<file path="config.mk">
export PLATFORM = sky130hd
export DESIGN_NAME = strip_coin_filter
export DESIGN_NICKNAME = d
export VERILOG_FILES = /design/src/rtl/scf_pkg.sv /design/src/rtl/scf_cell.sv /design/src/rtl/scf_prio_enc.sv /design/src/rtl/strip_coin_filter.sv
export SDC_FILE = /design/constraint.sdc
export NUM_CORES = 1
export LEC_CHECK = 0
export ABC_AREA = 1
export BUFFER_PORTS_ARGS = -buffer_cell sky130_fd_sc_hd__clkbuf_2
export CAP_MARGIN = 20
export CORE_AREA = 2 2 187 189
export CTS_BUF_LIST = sky130_fd_sc_hd__clkbuf_8 sky130_fd_sc_hd__clkbuf_16
export CTS_CLUSTER_SIZE = 14
export DETAILED_ROUTE_END_ITERATION = 16
export DIE_AREA = 0 0 189 191
export PLACE_DENSITY = 0.58
export SETUP_SLACK_MARGIN = 0.02
export SLEW_MARGIN = 10
export SYNTH_ARGS = -nofsm -noshare
export SYNTH_HDL_FRONTEND = slang
export SYNTH_HIERARCHICAL = 1
export SYNTH_SLANG_ARGS = --single-unit
</file>
<file path="constraint.sdc">
create_clock -name clk -period 10.2 [get_ports clk]
set_clock_uncertainty 0.15 [all_clocks]
set_input_delay 2.04 -clock clk [delete_from_list [all_inputs] [get_ports clk]]
set_output_delay 2.04 -clock clk [all_outputs]
set_load 0.005 [all_outputs]
</file>
<file path="src/rtl/scf_pkg.sv">
// Shared defaults for the strip-pair coincidence filter.
// Assumes the lower plane holds exactly GRP short strips per upper long strip.
package scf_pkg;
    localparam int DEF_N_UP   = 64;  // upper long strips
    localparam int DEF_GRP    = 5;   // lower short strips under one long strip
    localparam int DEF_NB     = 1;   // neighbour strips added per side in wide mode
    localparam int DEF_DROP_W = 16;  // width of the discarded-event counter
endpackage

</file>
<file path="src/rtl/scf_cell.sv">
// One coincidence cell: ANDs an upper-strip hit with the OR of its lower window.
// The window carries NB left neighbours, GRP direct strips, NB right neighbours,
// in that order from bit 0. Assumes NB >= 1; absent neighbours arrive as 0.
module scf_cell #(
    parameter int GRP = 5,
    parameter int NB  = 1,
    localparam int WIN = GRP + 2 * NB
) (
    input  logic           up_hit,
    input  logic [WIN-1:0] win,
    input  logic           wide,
    output logic           coin
);
    logic direct_any;
    logic nbr_any;

    // Reduce the direct group and the two neighbour flanks separately.
    always_comb begin
        direct_any = |win[NB +: GRP];
        nbr_any    = (|win[0 +: NB]) | (|win[NB+GRP +: NB]);
        coin       = up_hit & (direct_any | (wide & nbr_any));
    end
endmodule

</file>
<file path="src/rtl/scf_prio_enc.sv">
// Lowest-set-bit encoder used to pick the next address of the sparse list.
// Assumes W >= 2; idx is 0 when no bit is set (any = 0).
module scf_prio_enc #(
    parameter int W = 64,
    localparam int IW = $clog2(W)
) (
    input  logic [W-1:0]  vec,
    output logic [IW-1:0] idx,
    output logic          any
);
    // Scan from the top down so the last match is the lowest set bit.
    always_comb begin
        idx = '0;
        any = |vec;
        for (int i = W - 1; i >= 0; i--) begin
            if (vec[i]) idx = IW'(i);
        end
    end

    // the chosen bit is set and no lower bit is set.
    always_comb begin
        if (any) begin
            p_enc_lowest_r5: assert (vec[idx] && ((vec & ((W'(1) << idx) - W'(1))) == '0))
                else $error("encoder picked a bit that is not the lowest set bit");
        end
    end
endmodule

</file>
<file path="src/rtl/strip_coin_filter.sv">
// Strip-pair coincidence filter: registers both planes on an accepted event,
// outputs the coincidence vector one cycle later and serialises the coincident
// upper-strip addresses in ascending order, closing with an end-of-event marker.
// Assumes N_UP >= 2, NB >= 1, and lower group i at lo_hits[GRP*i +: GRP].
module strip_coin_filter #(
    parameter int N_UP   = scf_pkg::DEF_N_UP,
    parameter int GRP    = scf_pkg::DEF_GRP,
    parameter int NB     = scf_pkg::DEF_NB,
    parameter int DROP_W = scf_pkg::DEF_DROP_W,
    localparam int N_LO  = N_UP * GRP,
    localparam int AW    = $clog2(N_UP)
) (
    input  logic              clk,
    input  logic              rst_n,
    input  logic              cfg_wide,
    input  logic              evt_valid,
    input  logic [N_UP-1:0]   up_hits,
    input  logic [N_LO-1:0]   lo_hits,
    output logic [N_UP-1:0]   coin_bits,
    output logic              coin_valid,
    output logic              addr_valid,
    output logic [AW-1:0]     addr_out,
    output logic              addr_eoe,
    output logic              busy,
    output logic [DROP_W-1:0] drop_count
);
    localparam int WIN = GRP + 2 * NB;
    localparam int PADW = N_LO + 2 * NB;
    localparam logic [DROP_W-1:0] DROP_MAX = '1;

    logic [PADW-1:0] lo_pad;
    logic [N_UP-1:0] coin_now;
    logic [N_UP-1:0] coin_q;
    logic [N_UP-1:0] pend_q;
    logic            cv_q;
    logic            active_q;
    logic            accept;
    logic [AW-1:0]   next_idx;
    logic            pend_any;
    logic [DROP_W-1:0] drop_q;

    // Pad the lower plane with zeros so edge strips see no missing neighbours.
    assign lo_pad = {{NB{1'b0}}, lo_hits, {NB{1'b0}}};

    // Accept a new event only when no list is being drained.
    assign accept = evt_valid & ~active_q;

    // One cell per upper strip, each looking at its padded lower window.
    for (genvar g = 0; g < N_UP; g++) begin : g_cell
        scf_cell #(.GRP(GRP), .NB(NB)) u_cell (
            .up_hit (up_hits[g]),
            .win    (lo_pad[g*GRP +: WIN]),
            .wide   (cfg_wide),
            .coin   (coin_now[g])
        );
    end

    // Register the coincidence vector and its one-cycle strobe.
    always_ff @(posedge clk) begin
        if (!rst_n) begin
            coin_q <= '0;
            cv_q   <= 1'b0;
        end else begin
            cv_q <= accept;
            if (accept) coin_q <= coin_now;
        end
    end

    // Drain the pending vector one lowest bit per cycle, then one marker cycle.
    always_ff @(posedge clk) begin
        if (!rst_n) begin
            active_q <= 1'b0;
            pend_q   <= '0;
        end else if (accept) begin
            active_q <= 1'b1;
            pend_q   <= coin_now;
        end else if (active_q) begin
            if (pend_any) pend_q <= pend_q & (pend_q - N_UP'(1));
            else          active_q <= 1'b0;
        end
    end

    // Count events offered while busy, saturating at all ones.
    always_ff @(posedge clk) begin
        if (!rst_n)                                    drop_q <= '0;
        else if (evt_valid && active_q && drop_q != DROP_MAX) drop_q <= drop_q + DROP_W'(1);
    end

    scf_prio_enc #(.W(N_UP)) u_enc (
        .vec (pend_q),
        .idx (next_idx),
        .any (pend_any)
    );

    assign coin_bits  = coin_q;
    assign coin_valid = cv_q;
    assign addr_valid = active_q & pend_any;
    assign addr_out   = next_idx;
    assign addr_eoe   = active_q & ~pend_any;
    assign busy       = active_q;
    assign drop_count = drop_q;

    // an accepted event raises the strobe on the next cycle.
    p_strobe_next_r4: assert property (@(posedge clk) disable iff (!rst_n)
        evt_valid && !busy |=> coin_valid);

    // an event offered while busy raises no strobe.
    p_drop_no_strobe_r7: assert property (@(posedge clk) disable iff (!rst_n)
        evt_valid && busy |=> !coin_valid);

    // a discarded event adds one to the counter below saturation.
    p_drop_inc_r7: assert property (@(posedge clk) disable iff (!rst_n)
        evt_valid && busy && drop_count != DROP_MAX |=> drop_count == $past(drop_count) + DROP_W'(1));

    // a saturated counter stays saturated.
    p_drop_sat_r8: assert property (@(posedge clk) disable iff (!rst_n)
        drop_count == DROP_MAX |=> drop_count == DROP_MAX);

    // consecutive addresses of one list strictly ascend.
    p_addr_ascend_r5: assert property (@(posedge clk) disable iff (!rst_n)
        addr_valid |=> !addr_valid || addr_out > $past(addr_out));

    // an emitted address is a coincident strip, never together with the marker.
    p_addr_is_coin_r5: assert property (@(posedge clk) disable iff (!rst_n)
        addr_valid |-> coin_bits[addr_out] && !addr_eoe);

    // the end-of-event marker releases busy on the next cycle.
    p_eoe_frees_r7: assert property (@(posedge clk) disable iff (!rst_n)
        addr_eoe |=> !busy);
endmodule

</file>
==> impl_metrics.yaml, run 1 <==
timing:
  tns_ns: 0
  grt_setup_unrepaired: "false"
  fin_hold_ws_ns: 0.314
  slew_viol_final: 0
  max_slew.worst_pin.slew_ns: 0.866
  slew-limit-headroom: 0.423
  finalHoldViolCount: 0
  timing.final.ws_setup_ns: 3.97
  post-route-period-util: 0.611
  period_minus_slack_ns: 6.23
  total_of_endpoints_with_negative_setup_slack_in_the_final_report: 0
  fmax_mhz: 160
critical_path:
  critPathRequiredTime_ns: 8.01
  critPathMostFrequentCell: "sky130_fd_sc_hd__nand2_1"
  critPathArrivalTime_ns: 4.04
  critPathSlowestCell: "sky130_fd_sc_hd__dfxtp_1"
  worst-path-max-fanout: 4
  setup.worst_path.end_class: "output port"
  worst-setup-path-type: "flip-flop to output port"
  timing.critical_path.from_type: "flip-flop"
  critical_path_s_largest_stage_delay_ns: 0.38
power:
  power_frac_seq: 0.364
  vdd_drop_max_uv: 114
  power_switching_mw: 0.583
  clkPwrFrac: 0.369
  pwr-share-comb: 0.267
  cell_internal_pwr_mw: 1.16
  sw_frac_of_total: 0.335
  power-per-cell-area_mw_per_mm2: 128
  cellLeakagePower_nw: 7.26
cells_and_area:
  antennaDiodeCount: 0
  seqCellArea_mm2: 0.00292
  layout.core_utilization: 0.399
  post_layout_nonfiller_instances: 2736
  layout-area-overhead-vs-synth_pct: 33.3
  final_layout_size_suffix_gt1_frac: 0.273
  multi_input_comb_area_mm2: 0.00587
  fill_cells: 3881
  design.final.nets: 2657
synth:
  syn-instance-count: 1805
  synth.ff_latch_count: 146
  syn-mean-instance-area_um2: 5.65
  mappedNetlistArea_mm2: 0.0102
  synth_cell_types: 41
  synth-edff-count: 0
  postSynth.asyncResetShare: 0
  ys_seq_area_frac: 0.287
  synthesis.yosys.warnings: 6
  synth_flop_cell: "sky130_fd_sc_hd__dfxtp_1"
cts:
  cts_tree: "done"
  clock_sink_count: 146
  holdBufCountCts: 0
  insertion_delay_ns: 0.43
  number_of_buffers_added_for_setup_after_cts: 0
  ctsHtreeMaxLevel: 4
  numCtsBuffers: 17
  clk_pin_slew_ns: 0.06
  cts_root_buffer: "sky130_fd_sc_hd__clkbuf_16"
  cts-resized-gates: 0
  cts-root-to-sink-buffers: 2
placement:
  place_hpwl_um: 28300
  dp.cells: 2704
  portBuffers: 477
  place_ws_ns: 4.40
  finalWeightedCongestion: 0.892
status:
  status: "finished, final reports clean"
global_route:
  grt_pass1_vias: 11079
  antenna_found_initial: 0
  grt_pass1_wl_um: 54700
  groute.usage.overall: 0.188
  grt_max_degree: 80
  globalRoute.totalOverflow: 0
floorplanning:
  design.die.area_mm2: 0.0361
  chipHeight_um: 191
  rows: 68
  chipWidth_um: 189
  number_of_i_o_pins: 478
  core_mm2: 0.0341
  initial_core_util: 0.299
route:
  routed-via-count: 12001
  viasPerCell: 4.39
  drt-wirelength-per-cell_um: 12.8
  initialDrtViolationCount: 521
  drt.antenna.violating_nets: 0
  detail_route.drc_violations: 0
  detail_route.first_pass.iterations: 7
  drt_wl_total_um: 35000
run:
  maxCapViolCount: 0
hold_path:
  holdCritPathClass: "flip-flop to flip-flop"
worst paths after layout:
check | cells past startpoint | from | slack [ns] | endpoint
min reg2reg | 2 | coin_bits[46] | 0.31 | coin_bits[46]
max | 63 | pend_q[61] | 3.97 | addr_out[0]
min | 2 | coin_bits[46] | 0.31 | coin_bits[46]
max reg2reg | 11 | pend_q[59] | 7.31 | pend_q[54]
final cells by class:
type,count,area share
flip-flops and latches,146,0.215
multi-input cells,1321,0.432
repair buffers,481,0.178
inverters,301,0.0904
well taps,455,0.0419
clock inverters,14,0.0112
clock buffers,18,0.0323
stage by stage:
| step | power (mW) | area (µm²) |
|---|---|---|
| global placement | 1.11 | 13000 |
| CTS | 1.76 | 13600 |
| detailed placement | 1.11 | 13000 |
| global route | 1.85 | 13600 |
| floorplan | 0.917 | 10200 |
| finish | 1.74 | 13600 |
registers in the layout (all words and copies together), names as in the netlist:
register,count
busy,1
coin_bits,64
pend_q,64
drop_count,16
coin_valid,1
cell usage after synthesis (all sizes together), types with 2 or more instances:
cell type	instances	area share
nor3	16	0.0083
o211ai	11	0.0081
xnor2	2	0.0017
and2	8	0.0049
a31oi	2	0.0012
nor2	574	0.23
nand3b	5	0.0037
inv	294	0.11
o21ai	16	0.0079
o21bai	3	0.0022
bufinv	7	0.012
clkbuf	13	0.0048
nor4	2	0.0012
nand3	127	0.066
dfxtp	146	0.29
xor2	4	0.0034
a21oi	139	0.070
nand2	391	0.15
nand4	13	0.0094
buf	25	0.014
logic make-up after synthesis:
family	Yosys count	share of synthesized area
simple gates	1137	0.476
buf+inv	339	0.139
compound gates	175	0.0921
flops	146	0.287
xor+xnor	6	0.00515
fa+ha+maj	1	0.00123
other cells	1	0.000368
per-layer routing:
metal	GRT usage	wire length [µm]	up-vias
met1	0.224	14900	5196
met4	0.0502	588	0
met5	0	0	-
met3	0.0318	2030	28
li1	-	-	6425
met2	0.346	17500	352
power by group through the flow:
stage	Clock, mW	Combinational (mW)	Sequential (mW)
global placement	0	0.464	0.645
finish	0.642	0.464	0.633
CTS	0.659	0.468	0.633
floorplan	0	0.276	0.641
global route	0.682	0.530	0.639
detailed placement	0	0.466	0.646
layout by cell type, fill, tap and decap left out, drive strengths merged, types with 4 or more instances in the layout:
cell type / n
clkinvlp: 6
xor2: 4
and2: 8
dfxtp: 146
a21oi: 139
inv: 300
nand3: 127
nand3b: 5
nand2: 391
bufinv: 9
buf: 4
nor3: 16
o211ai: 11
o21ai: 16
nand4: 13
nor2: 574
clkbuf: 495
worst max-delay path: cells and delay by family, from the launching register on:
kind,cells,cell delay [ns]
simple gates,60,2.93
flops,1,0.38
buf+inv,2,0.19
compound gates,1,0.10
Note: power is estimated with default switching activity, not from simulation.
==> run 2, diff against run 1 <==
- PLACE_DENSITY: 0.58 -> 0.6
- clock period: 10.2 -> 5.1 ns (I/O delays scaled with it)
==> run 2 against run 1 <==
Compared with the run above: wire length increased by 1.3%; the run now ends with setup timing left; via count increased by 0.77%; cell count increased by 0.11%.
==> impl_metrics.yaml, run 2 (synthesis results as in run 1) <==
global_route:
  grt_max_degree: 74
  groute.usage.overall: 0.193
  antenna_found_initial: 0
  globalRoute.totalOverflow: 0
  grt_pass1_wl_um: 56100
  grt_pass1_vias: 11312
placement:
  finalWeightedCongestion: 0.912
  dp.cells: 2706
  place_hpwl_um: 29100
  portBuffers: 477
critical_path:
  worst-path-max-fanout: 2
  setup.worst_path.end_class: "output port"
  critPathSlowestCell: "sky130_fd_sc_hd__dfxtp_2"
  critPathRequiredTime_ns: 3.93
  critPathMostFrequentCell: "sky130_fd_sc_hd__nand2_1"
  r2r-end: "pend_q[58]"
  worstSetupStartpoint: "pend_q[62]"
  timing.critical_path.from_type: "flip-flop"
  worst-r2r-setup-slack_ns: 2.29
  cp-endpoint: "addr_out[0]"
  ff2ff_path_depth: 11
  worst-setup-path-type: "flip-flop to output port"
  worstReg2RegStart: "pend_q[59]"
  critPathArrivalTime_ns: 4.07
  critical_path_s_largest_stage_delay_ns: 0.32
timing:
  timing.final.ws_setup_ns: -0.138
  fmax_mhz: 191
  fin_hold_ws_ns: 0.314
  period_minus_slack_ns: 5.24
  total_of_endpoints_with_negative_setup_slack_in_the_final_report: 1
  finalHoldViolCount: 0
  slew_viol_final: 0
  max_slew.worst_pin.slew_ns: 0.823
  grt_setup_unrepaired: "true"
  slew-limit-headroom: 0.451
  post-route-period-util: 1.03
  tns_ns: -0.138
cts:
  insertion_delay_ns: 0.44
  clk_pin_slew_ns: 0.07
  clock_sink_count: 146
  holdBufCountCts: 0
  cts-root-to-sink-buffers: 2
  ctsHtreeMaxLevel: 4
  cts_root_buffer: "sky130_fd_sc_hd__clkbuf_16"
  cts_tree: "done"
  numCtsBuffers: 17
route:
  detail_route.drc_violations: 0
  viasPerCell: 4.42
  drt.antenna.violating_nets: 0
  routed-via-count: 12093
  initialDrtViolationCount: 565
  drt_wl_total_um: 35400
  detail_route.first_pass.iterations: 7
  drt-wirelength-per-cell_um: 12.9
floorplanning:
  initial_core_util: 0.299
  core_mm2: 0.0341
  chipWidth_um: 189
  chipHeight_um: 191
  rows: 68
  design.die.area_mm2: 0.0361
  number_of_i_o_pins: 478
cells_and_area:
  most-common-layout-cells: "496 x sky130_fd_sc_hd__nor2_1, 476 x sky130_fd_sc_hd__clkbuf_2, 385 x sky130_fd_sc_hd__nand2_1"
  layout.core_utilization: 0.400
  antennaDiodeCount: 0
  layout-area-overhead-vs-synth_pct: 33.8
  design.final.nets: 2660
  post_layout_nonfiller_instances: 2739
  fill_cells: 3814
  final_common_cell: "sky130_fd_sc_hd__nor2_1"
  final_layout_size_suffix_gt1_frac: 0.276
status:
  status: "finished with violations"
  violated_checks: "setup timing"
hold_path:
  holdCritPathClass: "flip-flop to flip-flop"
power:
  vdd_drop_max_uv: 236
  power-per-cell-area_mw_per_mm2: 258
  cellLeakagePower_nw: 7.30
run:
  maxCapViolCount: 0
==> run 2: changes by cell type in the layout (fill, tap and decap cells not counted), sizes merged <==
cell / before / now
buf: 4 / 8
clkbuf: 495 / 493
clkinv: 0 / 1
clkinvlp: 6 / 1
inv: 300 / 305
==> run 2: cell type report <==
class,instances,area [µm²],share of cell area
multi-input combinational,1321,5870,0.430
sequential,146,2930,0.215
timing repair buffer,484,2440,0.179
inverter,301,1230,0.0901
tap,455,569,0.0417
clock buffer,17,425,0.0312
clock inverter,15,183,0.0134
==> run 2: routing by layer <==
layer,track usage,up-vias,part of all wire
li1,-,6430,-
met1,0.229,5237,0.42
met2,0.354,393,0.50
met3,0.0351,33,0.061
met4,0.0514,0,0.016
met5,0,-,0
==> run 2: worst min path at each step <==
stage / start / end / slack (ns) / cells past startpoint
3_5_place_dp: coin_bits[40] / coin_bits[40] / 0.31 / 2
2_1_floorplan: coin_bits[28] / coin_bits[28] / 0.31 / 2
6_report: coin_bits[63] / coin_bits[63] / 0.31 / 2
3_3_place_gp: coin_bits[11] / coin_bits[11] / 0.30 / 2
5_1_grt: coin_bits[26] / coin_bits[26] / 0.33 / 2
4_1_cts: coin_bits[40] / coin_bits[40] / 0.32 / 2
==> run 2: critical path, delay by kind of cell, from the launching register on <==
kind / cells / cell delay (ns)
compound gates: 1 / 0.10
buf+inv: 2 / 0.18
flops: 1 / 0.32
simple gates: 61 / 3.05
==> run 2: power breakdown <==
part,leakage [nW],internal (mW),switching [mW]
combinational,5.80,0.368,0.559
clock,0.298,0.746,0.577
sequential,1.20,1.21,0.0618
total,7.30,2.32,1.20
==> run 2: stage by stage <==
stage | power (mW) | instance area, µm² | worst slack [ns]
global route | 3.75 | 13600 | -0.963
floorplan | 1.83 | 10200 | 0.898
detailed placement | 2.22 | 13000 | 0.324
global placement | 2.22 | 13000 | 0.293
CTS | 3.57 | 13600 | -0.141
finish | 3.52 | 13600 | -0.138
==> run 2: timing repair <==
item | CTS | global route
hold endpoints to repair | 0 | 0
setup endpoints to repair | 1 | 1
buffers inserted | 1 | 0
resized for setup | 5 | 1
